## src/rtl/bldc_pkg.sv

```systemverilog
package bldc_pkg;
  localparam int unsigned PHASES = 3;

  typedef struct packed {
    logic [PHASES-1:0] hi;
    logic [PHASES-1:0] lo;
  } drive_t;

  localparam logic [PHASES-1:0] PH_U = 3'b001;
  localparam logic [PHASES-1:0] PH_V = 3'b010;
  localparam logic [PHASES-1:0] PH_W = 3'b100;
endpackage

```

## src/rtl/bldc_sync.sv

```systemverilog
module bldc_sync #(
  parameter int unsigned WIDTH = 1
) (
  input  logic             clk_i,
  input  logic             rst_ni,
  input  logic [WIDTH-1:0] d_i,
  output logic [WIDTH-1:0] q_o
);
  logic [WIDTH-1:0] meta_q, sync_q;

  always_ff @(posedge clk_i or negedge rst_ni) begin
    if (!rst_ni) begin
      meta_q <= '0;
      sync_q <= '0;
    end else begin
      meta_q <= d_i;
      sync_q <= meta_q;
    end
  end

  assign q_o = sync_q;
endmodule

```

## src/rtl/bldc_pwm.sv

```systemverilog
module bldc_pwm #(
  parameter int unsigned CNT_W = 8
) (
  input  logic             clk_i,
  input  logic             rst_ni,
  input  logic [CNT_W-1:0] duty_i,
  output logic             pwm_o,
  output logic             wrap_o
);
  localparam logic [CNT_W-1:0] CNT_MAX = {CNT_W{1'b1}};

  logic [CNT_W-1:0] cnt_q, duty_q;

  assign wrap_o = (cnt_q == CNT_MAX);
  assign pwm_o  = (cnt_q < duty_q);

  always_ff @(posedge clk_i or negedge rst_ni) begin
    if (!rst_ni) begin
      cnt_q  <= '0;
      duty_q <= '0;
    end else begin
      cnt_q <= cnt_q + 1'b1;
      if (wrap_o) duty_q <= duty_i;
    end
  end


  duty_shadow_chk: assert property (@(posedge clk_i) disable iff (!rst_ni)
    !wrap_o |=> $stable(duty_q));
endmodule

```

## src/rtl/bldc_comm_lut.sv

```systemverilog
module bldc_comm_lut
  import bldc_pkg::*;
(
  input  logic [2:0] hall_i,
  input  logic       dir_i,
  output drive_t     drive_o,
  output logic       valid_o
);
  drive_t fwd;

  always_comb begin
    valid_o = 1'b1;
    fwd     = '0;
    unique case (hall_i)
      3'b100: begin fwd.hi = PH_U; fwd.lo = PH_V; end
      3'b110: begin fwd.hi = PH_U; fwd.lo = PH_W; end
      3'b010: begin fwd.hi = PH_V; fwd.lo = PH_W; end
      3'b011: begin fwd.hi = PH_V; fwd.lo = PH_U; end
      3'b001: begin fwd.hi = PH_W; fwd.lo = PH_U; end
      3'b101: begin fwd.hi = PH_W; fwd.lo = PH_V; end
      default: valid_o = 1'b0;
    endcase
  end

  // reverse reuses the forward table with roles exchanged
  always_comb begin
    if (dir_i) begin
      drive_o.hi = fwd.lo;
      drive_o.lo = fwd.hi;
    end else begin
      drive_o = fwd;
    end
  end
endmodule

```

## src/rtl/bldc_kill.sv

```systemverilog
module bldc_kill (
  input  logic clk_i,
  input  logic rst_ni,
  input  logic oc_i,
  input  logic wrap_i,
  output logic kill_o
);
  logic kill_q;

  always_ff @(posedge clk_i or negedge rst_ni) begin
    if (!rst_ni) kill_q <= 1'b0;
    else         kill_q <= oc_i | (kill_q & ~wrap_i);
  end

  assign kill_o = oc_i | kill_q;


  kill_set_chk: assert property (@(posedge clk_i) disable iff (!rst_ni)
    oc_i |=> kill_q);

  kill_hold_chk: assert property (@(posedge clk_i) disable iff (!rst_ni)
    (kill_q && !wrap_i) |=> kill_q);
endmodule

```

## src/rtl/bldc_hall_commutator.sv

```systemverilog
module bldc_hall_commutator
  import bldc_pkg::*;
#(
  parameter int unsigned CNT_W = 8
) (
  input  logic             clk_i,
  input  logic             rst_ni,
  input  logic [2:0]       hall_i,
  input  logic             dir_i,
  input  logic             run_i,
  input  logic             oc_i,
  input  logic [CNT_W-1:0] duty_i,
  output logic [2:0]       hi_o,
  output logic [2:0]       lo_o,
  output logic             fault_o
);
  localparam int unsigned SYNC_W = 6;

  logic [SYNC_W-1:0] sync_s;
  logic [2:0] hall_s;
  logic dir_s, run_s, oc_s;
  logic pwm, wrap, kill, valid;
  drive_t drv;
  logic [2:0] hi_q, lo_q;
  logic fault_q;

  bldc_sync #(.WIDTH(SYNC_W)) u_sync (
    .clk_i (clk_i),
    .rst_ni(rst_ni),
    .d_i   ({oc_i, run_i, dir_i, hall_i}),
    .q_o   (sync_s)
  );
  assign {oc_s, run_s, dir_s, hall_s} = sync_s;

  bldc_pwm #(.CNT_W(CNT_W)) u_pwm (
    .clk_i (clk_i),
    .rst_ni(rst_ni),
    .duty_i(duty_i),
    .pwm_o (pwm),
    .wrap_o(wrap)
  );

  bldc_comm_lut u_lut (
    .hall_i (hall_s),
    .dir_i  (dir_s),
    .drive_o(drv),
    .valid_o(valid)
  );

  bldc_kill u_kill (
    .clk_i (clk_i),
    .rst_ni(rst_ni),
    .oc_i  (oc_s),
    .wrap_i(wrap),
    .kill_o(kill)
  );

  always_ff @(posedge clk_i or negedge rst_ni) begin
    if (!rst_ni) begin
      hi_q    <= '0;
      lo_q    <= '0;
      fault_q <= 1'b0;
    end else begin
      fault_q <= ~valid;
      if (run_s && valid && !kill) begin
        hi_q <= drv.hi & {3{pwm}};
        lo_q <= drv.lo;
      end else begin
        hi_q <= '0;
        lo_q <= '0;
      end
    end
  end

  assign hi_o    = hi_q;
  assign lo_o    = lo_q;
  assign fault_o = fault_q;


  excl_chk: assert property (@(posedge clk_i) disable iff (!rst_ni)
    $onehot0(hi_o) && $onehot0(lo_o) && ((hi_o & lo_o) == 3'b000));

  stop_off_chk: assert property (@(posedge clk_i) disable iff (!rst_ni)
    !run_s |=> (hi_o == 3'b000 && lo_o == 3'b000));

  bad_hall_chk: assert property (@(posedge clk_i) disable iff (!rst_ni)
    !valid |=> (fault_o && hi_o == 3'b000 && lo_o == 3'b000));

  kill_off_chk: assert property (@(posedge clk_i) disable iff (!rst_ni)
    kill |=> (hi_o == 3'b000 && lo_o == 3'b000));
endmodule

```

## config.mk

```make
export PLATFORM = sky130hd
export DESIGN_NAME = bldc_hall_commutator
export DESIGN_NICKNAME = d
export VERILOG_FILES = /design/src/rtl/bldc_pkg.sv /design/src/rtl/bldc_sync.sv /design/src/rtl/bldc_pwm.sv /design/src/rtl/bldc_comm_lut.sv /design/src/rtl/bldc_kill.sv /design/src/rtl/bldc_hall_commutator.sv
export SDC_FILE = /design/constraint.sdc
export NUM_CORES = 1
export LEC_CHECK = 0
export ABC_AREA = 1
export BUFFER_PORTS_ARGS = -buffer_cell sky130_fd_sc_hd__buf_4
export CORE_UTILIZATION = 35
export CTS_BUF_LIST = sky130_fd_sc_hd__clkbuf_4
export DETAILED_ROUTE_END_ITERATION = 16
export PLACE_DENSITY_LB_ADDON = 0.1
export SLEW_MARGIN = 20
export SYNTH_ARGS = -nofsm -noshare
export SYNTH_HDL_FRONTEND = slang
export SYNTH_SLANG_ARGS = --single-unit
```

## constraint.sdc

```tcl
create_clock -name clk_i -period 4.3 [get_ports clk_i]
set_clock_uncertainty 0.15 [all_clocks]
set_input_delay 0.43 -clock clk_i [delete_from_list [all_inputs] [get_ports clk_i]]
set_output_delay 0.43 -clock clk_i [all_outputs]
set_load 0.02 [all_outputs]
```

# == Word-level counts from Yosys, hierarchy flattened ==
# Index checks and enable logic that the tools add are counted.
# classes
eq_ne,7
reduce_logical,4
n_mux,5
add_sub_neg,1
bitwise,6
order_cmp,1
# op_table
cell,count
6-bit one-hot mux with 6 select lines,1
3-bit equality test (second input constant),3
8-bit by 1-bit adder with 8-bit output (second input constant),1
8-bit equality test (second input constant),1
8-bit less-than comparator,1
3-bit by 2-bit equality test with 1-bit output (second input constant),2
3-bit two-way mux,2
6-bit two-way mux,1
6-bit OR reduction,1
3-bit AND,1
3-bit by 1-bit equality test with 1-bit output (second input constant),1
1-bit logical AND,2
1-bit NOT,2
1-bit OR,2
1-bit AND,1
1-bit logical NOT,1
1-bit two-way mux,1
# word_totals
regBits,36
in_bits,16
output_inout_bits,7
word_cells,32

# == Logic depth before layout (Yosys ltp) ==
# Gate-level depths: netlist of run 1.
# depth
word_depth,6
depth_mapped,9
mapped_depth_nobuf,9

# == By module ==
# Synthesis of run 1 repeated with hierarchy kept, for this count alone.
# hier_totals
hier_cells,156
area_unflattened_um2,1514.0
# modules_own_cells
module,instances,cells_per_inst,seq_area_each_um2,area_per_inst_um2
bldc_pwm,1,90,400.4,815.8
bldc_sync,1,12,300.3,300.3
bldc_hall_commutator,1,22,175.2,237.7
bldc_comm_lut,1,26,0.0,113.9
bldc_kill,1,6,25.0,46.3

# == Worst setup path after synthesis of run 1 ==
# OpenSTA, ideal clock, no wires.
# synth_timing
path_kind,flip-flop to flip-flop
start,reg u_pwm.cnt_q[1]
end,reg u_pwm.duty_q[0]
n_path_buf,1
path_stages_with_launch,8
synth_period_minus_slack_ns,1.405
arrival_ns,1.138
setup_ns,0.117
slack_ns,2.895
cell_sequence,dfrtp_1 ha_1 nand2_2 nor2_4 nand3_4 buf_6 nand2_1 o21ai_2
# synth_via
elab_chain_cells,1
# synth_rtl
item,line,rtl
start: declaration,bldc_pwm.sv:12,"logic [CNT_W-1:0] cnt_q, duty_q;"
start signal: assignment,bldc_pwm.sv:22,cnt_q <= cnt_q + 1'b1;
8-bit equality test,bldc_pwm.sv:14,assign wrap_o = (cnt_q == CNT_MAX);
end signal: assignment,bldc_pwm.sv:23,if (wrap_o) duty_q <= duty_i;
end: declaration,bldc_pwm.sv:12,
# Every way passes these cells.
# A chain may end at the register's enable or synchronous reset.

# == Worst setup path in the final report of run 1 ==
# layout_timing
start,reg u_pwm.cnt_q[1]
end,reg u_pwm.duty_q[6]
# The elaborated chain is that of the path after synthesis.

==> metrics.cfg, run 1 <==
[status]
outcome=finished, final reports clean

[logic_synthesis]
ys_seq_area_share_pct=59.11
ys_warn_count=0
syn_inst=146
syn_avg_cell_area_um2=10.44
ys_ff_latch=36
syn_area_um2=1524
synth_cell_types=22
synth_nets=170

[sta]
timing.slew.headroom_pct=71.09
period_minus_slack_ns=1.566
setup_slack_ns=2.734
setup_tns_ns=0
tightestPinTransition_ns=0.4337
setup_violations=0
drv_slew=0
hold_viol=0
hold-worst-slack_ns=0.03998
final.period_utilization_pct=36.41
rsz0062_at_grt=false
max_freq_ghz=0.6388

[setup_path]
crit_path_end_kind=flop
worst_ep_required_time_ns=4.38
crit_arrival_ns=1.65
worstSetupStartpointType=flop
crit_fanout=17
path_class=flop to flop

[floorplan]
rows=23
io_pins=23
fp.dieArea_um2=4622
die_h_um=67.99
die_x_um=67.99
start_util_pct=37.29
core_um2=4086

[power_and_ir_drop]
vdd_drop_max_uv=168.8
powerDensity_nw_per_um2=317.6
p_total_mw=0.5741
leakage_nw=0.9177

[finish]
drive_gt1_share_pct=24.00
fin_cells=225
area_delta_synth_final_pct=18.64
diodes=0
final_area_um2=1808
final_core_util_pct=44.24
nNetsFinal=198

[grt]
grt_pass1_vias=944
overflow=0
antenna_found_initial=0
grt_max_degree=37
track_usage_pct=12.55
grt_pass1_wl_um=4105

[clocking]
clkSinkCount=36
postCtsSetupRepairBufs=0
htreeDepth=2
clockRootBuffer=clkbuf_4
cts_hold_buf=1
numCtsBuffers=5
cts_tree=built
cts_resized=0
cts_buffer_depth=2
cts.clk_slew.worst_paths_ns=0.12
clkLatencyLatePin_ns=0.34

[drt]
drtIter0Drc=36
route.detailed.drc=0
wl_per_cell_um=10.29
vias=1010
viasPerCell=4.489
postRouteAntennaNets=0
first_pass_iters=4
routed_wirelength_um=2316

[place]
place.gp.congestion=0.7590
place_area_um2=1737
portBuffers=22
dpl.hpwl_um=1692
dp_slack_ns=2.730
dp.cells=216

[min_path]
hold_class=input pin to flop

[run]
cap_violations=0

cell usage in the layout (no fill, tap or decap), drive strengths merged, types with 3 or more instances in the layout:
master	netlist	layout
a21oi	11	11
buf	1	22
clkbuf	1	5
dfrtp	36	36
ha	8	8
inv	18	18
nand2	27	27
nand3	12	12
nor2	19	19
xnor2	3	3
xor2	3	3
state kept, by name (all words and copies together), names as in the netlist:
signal,flops
fault_o,1
u_pwm.cnt_q,8
u_sync.meta_q,6
u_kill.kill_q,1
hi_o,3
u_sync.q_o,6
u_pwm.duty_q,8
lo_o,3
power by group:
part           switching (mW)  internal, mW  leakage (nW)
Combinational          0.0235        0.0185         0.458
Clock                   0.116        0.0642        0.0274
Sequential            0.00419         0.348         0.432
routing by layer:
layer	vias up	track usage (%)	wire length, µm
li1	518	-	-
met1	450	15.96	1111
met2	34	18.01	976
met3	8	4.000	157
met4	0	8.594	69
met5	-	0	0
worst paths after layout:
| kind | startpoint | end | slack [ns] | depth (start not counted) |
|---|---|---|---|---|
| worst max-delay path | u_pwm.cnt_q[1]$_DFF_PN0_ | u_pwm.duty_q[6]$_DFFE_PN0P_ | 2.73 | 6 |
| worst min-delay path | hall_i[1] | u_sync.meta_q[1]$_DFF_PN0_ | 0.04 | 1 |
| worst max register to register | u_pwm.cnt_q[1]$_DFF_PN0_ | u_pwm.duty_q[6]$_DFFE_PN0P_ | 2.73 | 6 |
| worst min register to register | u_sync.meta_q[3]$_DFF_PN0_ | u_sync.q_o[3]$_DFF_PN0_ | 0.21 | 0 |
| max in group asynchronous | rst_ni | u_pwm.cnt_q[5]$_DFF_PN0_ | 3.28 | 2 |
| min in group asynchronous | rst_ni | u_kill.kill_q$_DFF_PN0_ | 0.41 | 2 |
cells in the mapped netlist, drive strengths merged:
library cell / count / area (µm²)
dfrtp: 36 / 900.9
nand3: 12 / 77.58
a211oi: 1 / 7.510
ha: 8 / 100.1
buf: 1 / 11.26
nand4: 2 / 12.51
clkbuf: 1 / 3.750
o21ai: 2 / 13.76
nand2: 27 / 103.9
xor2: 3 / 26.28
a21oi: 11 / 81.33
nor3: 1 / 5.000
nor2: 19 / 78.82
xnor2: 3 / 26.28
inv: 18 / 67.56
o21a: 1 / 7.510
area by class of cell:
cell class                      instances  area, µm²
Inverter                               18      67.56
Clock buffer                            5      37.54
Clock inverter                          3      23.77
Timing Repair Buffer                   23      175.2
Sequential cell                        36      900.9
Multi-Input combinational cell         90      540.5
Fill cell                             412       2278
Tap cell                               50      62.56
cells by family after synthesis:
logic type,synth area share (%)
buffers and inverters,5.418
AOI/OAI and AO/OA,7.225
and+or+nand+nor,18.23
DFF,59.11
adders and majority gates,6.568
xor gates and xnor gates,3.449
critical path, stage by stage, from the launching register on:
cell and delay (ns):
dfrtp_1 0.39, ha_1 0.23, nand2_2 0.08, nor2_4 0.14, nand3_4 0.22, nor2_1 0.19, a21oi_2 0.04
No activity file was read; power rests on OpenSTA's default activity.
==> inputs of run 2 (changes only) <==
--- a/config.mk
+++ b/config.mk
@@ -5,7 +5,7 @@
 export SDC_FILE = /design/constraint.sdc
 export NUM_CORES = 1
 export LEC_CHECK = 0
-export ABC_AREA = 1
+export ABC_AREA = 0
 export BUFFER_PORTS_ARGS = -buffer_cell sky130_fd_sc_hd__buf_4
 export CORE_UTILIZATION = 35
 export CTS_BUF_LIST = sky130_fd_sc_hd__clkbuf_4
==> constraint.sdc (replaced) <==
create_clock -name clk_i -period 1.5 [get_ports clk_i]
set_clock_uncertainty 0.15 [all_clocks]
set_input_delay 0.15 -clock clk_i [delete_from_list [all_inputs] [get_ports clk_i]]
set_output_delay 0.15 -clock clk_i [all_outputs]
set_load 0.02 [all_outputs]
==> metrics.cfg, run 2 <==
[floorplan]
fp.dieArea_um2=4490
die_x_um=67.01
die_h_um=67.01
rows=23
start_util_pct=36.71
io_pins=23
core_um2=4029

[sta]
max_freq_ghz=0.5834
period_minus_slack_ns=1.714
timing.slew.headroom_pct=70.70
tightestPinTransition_ns=0.4395
rsz0062_at_grt=true
final.period_utilization_pct=114.3
setup_tns_ns=-2.193
hold_viol=0
setup_violations=11
drv_slew=0
setup_slack_ns=-0.2142
hold-worst-slack_ns=0.1389

[status]
outcome=complete, but fails checks
violations=setup timing

[finish]
area_delta_synth_final_pct=44.16
fill_cells=381
layout_common_cells=41 x buf_4, 36 x dfrtp_1, 15 x dlygate4sd3_1
seq_area_um2=900.9
diodes=0
largestRegisters=u_pwm.cnt_q: 8 flops, u_pwm.duty_q: 8 flops
nNetsFinal=204
mostFrequentLayoutCell=buf_4
multiInputGateArea_um2=576.8
final_core_util_pct=52.92
drive_gt1_share_pct=40.33

[drt]
viasPerCell=4.429
wl_per_cell_um=11.25
vias=1023
first_pass_iters=4
drtIter0Drc=16
route.detailed.drc=0
postRouteAntennaNets=0
routed_wirelength_um=2599

[power_and_ir_drop]
switching_share_pct=24.35
p_switching_mw=0.3996
p_total_mw=1.641
power_frac_clock_pct=32.0
powerDensity_nw_per_um2=769.8
vdd_drop_max_uv=399.0
p_comb_share_pct=7.1
leakage_nw=1.027
internal-power_mw=1.242
seqPwrFrac_pct=60.8

[grt]
track_usage_pct=13.72
grt_pass1_wl_um=4374
antenna_found_initial=0
grt_pass1_vias=976
overflow=0
grt_max_degree=37

[logic_synthesis]
yosys.area.top_type=dfrtp_1
ys_ff_latch=36
synthTopCellsByArea=dfrtp_1 61%, ha_1 6.8%, mux2_2 6.1%, inv_1 2.8%, xnor2_1 2.4%
yosys_most_used_dff=dfrtp_1
syn_inst=119
synth_nets=143
synth_cell_types=30
async_reset_ff_share_pct=100.0
synthTopCellsByCount=36 x dfrtp_1, 11 x inv_1, 8 x ha_1, 8 x mux2_2, 8 x nor2_1
yosysTopAreaCellShare_pct=60.91
ys_seq_area_share_pct=60.91
syn_area_um2=1479
ys_warn_count=0
yosysMostFrequentCell=dfrtp_1
syn_avg_cell_area_um2=12.43
synth_edf_count=0

[clocking]
clkSinkCount=36
cts_tree=built
clockRootBuffer=clkbuf_4
numCtsBuffers=5
clkLatencyLatePin_ns=0.34
cts_buffer_depth=2
cts.clk_slew.worst_paths_ns=0.12
htreeDepth=2

[setup_path]
worst_ep_required_time_ns=1.61
rr_worst_depth=4
crit_arrival_ns=1.82
worstSetupStartpointType=flop
crit_fanout=3
path_class=flop to flop
crit_path_end_kind=flop

[min_path]
hold_class=input pin to asynchronous set/reset pin

[run]
cap_violations=0

[place]
place.gp.congestion=0.7661
portBuffers=22
dpl.hpwl_um=1860
dp_slack_ns=-0.1908

## run 2: cell families after synthesis
| logic type | after synthesis | share of synthesized area (%) |
|---|---|---|
| mux | 8 | 6.092 |
| simple gates | 33 | 12.35 |
| xor+xnor | 6 | 3.553 |
| flops | 36 | 60.91 |
| buf+inv | 15 | 4.906 |
| fa+ha+maj | 8 | 6.768 |
| compound gates | 13 | 5.415 |
## run 2: area by class of cell
class,instances,share of cell area (%)
clock inverter,3,1.115
tap,50,2.934
timing repair buffer,58,22.95
inverter,11,1.937
clock buffer,5,1.761
sequential,36,42.25
multi-input combinational,68,27.05
## run 2: power by group through the flow
stage               Sequential, mW  Combinational [mW]  Clock, mW
detailed placement            1.02              0.0869          0
global route                  1.00               0.131      0.598
global placement              1.02              0.0845          0
CTS                          0.998               0.118      0.556
floorplan                     1.02              0.0313          0
finish                       0.998               0.117      0.526
## run 2: path summary, 6_finish.rpt
kind,slack [ns],start,to
max reg2reg,-0.21,u_kill.kill_q$_DFF_PN0_,hi_o[0]$_DFF_PN0_
min,0.14,rst_ni,u_sync.q_o[2]$_DFF_PN0_
max,-0.21,u_kill.kill_q$_DFF_PN0_,hi_o[0]$_DFF_PN0_
min in group clk_i,0.21,u_sync.meta_q[5]$_DFF_PN0_,u_sync.q_o[5]$_DFF_PN0_
max in group asynchronous,0.75,rst_ni,u_pwm.cnt_q[1]$_DFF_PN0_
min reg2reg,0.21,u_sync.meta_q[5]$_DFF_PN0_,u_sync.q_o[5]$_DFF_PN0_
## run 2: repair_timing
action,CTS,global route
pin swaps,1,0
buffers inserted,1,1
hold buffers,15,0
endpoints found under the hold margin,50,0
setup endpoints to repair,15,16
gates resized for setup,4,5
## run 2: critical path, cell delays in order, from the launching register on
cell and delay, ns:
dfrtp_1 0.40, nand2b_4 0.13, or4_4 0.52, a211o_1 0.27, nor3_1 0.16
## run 2: routing by layer
metal | wire, µm | vias up | global-route usage (%)
li1 | - | 521 | -
met1 | 1234 | 476 | 16.77
met2 | 1214 | 22 | 21.00
met3 | 107 | 4 | 5.308
met4 | 43 | 0 | 6.383
met5 | 0 | - | 0
## run 2: through the flow
| step | instances | cell area [µm²] |
|---|---|---|
| after floorplan | 119 | 1525 |
| after global placement | 207 | 1878 |
| after detailed placement | 207 | 1878 |
| after CTS | 231 | 2113 |
| after global routing | 231 | 2132 |
| final | 231 | 2132 |
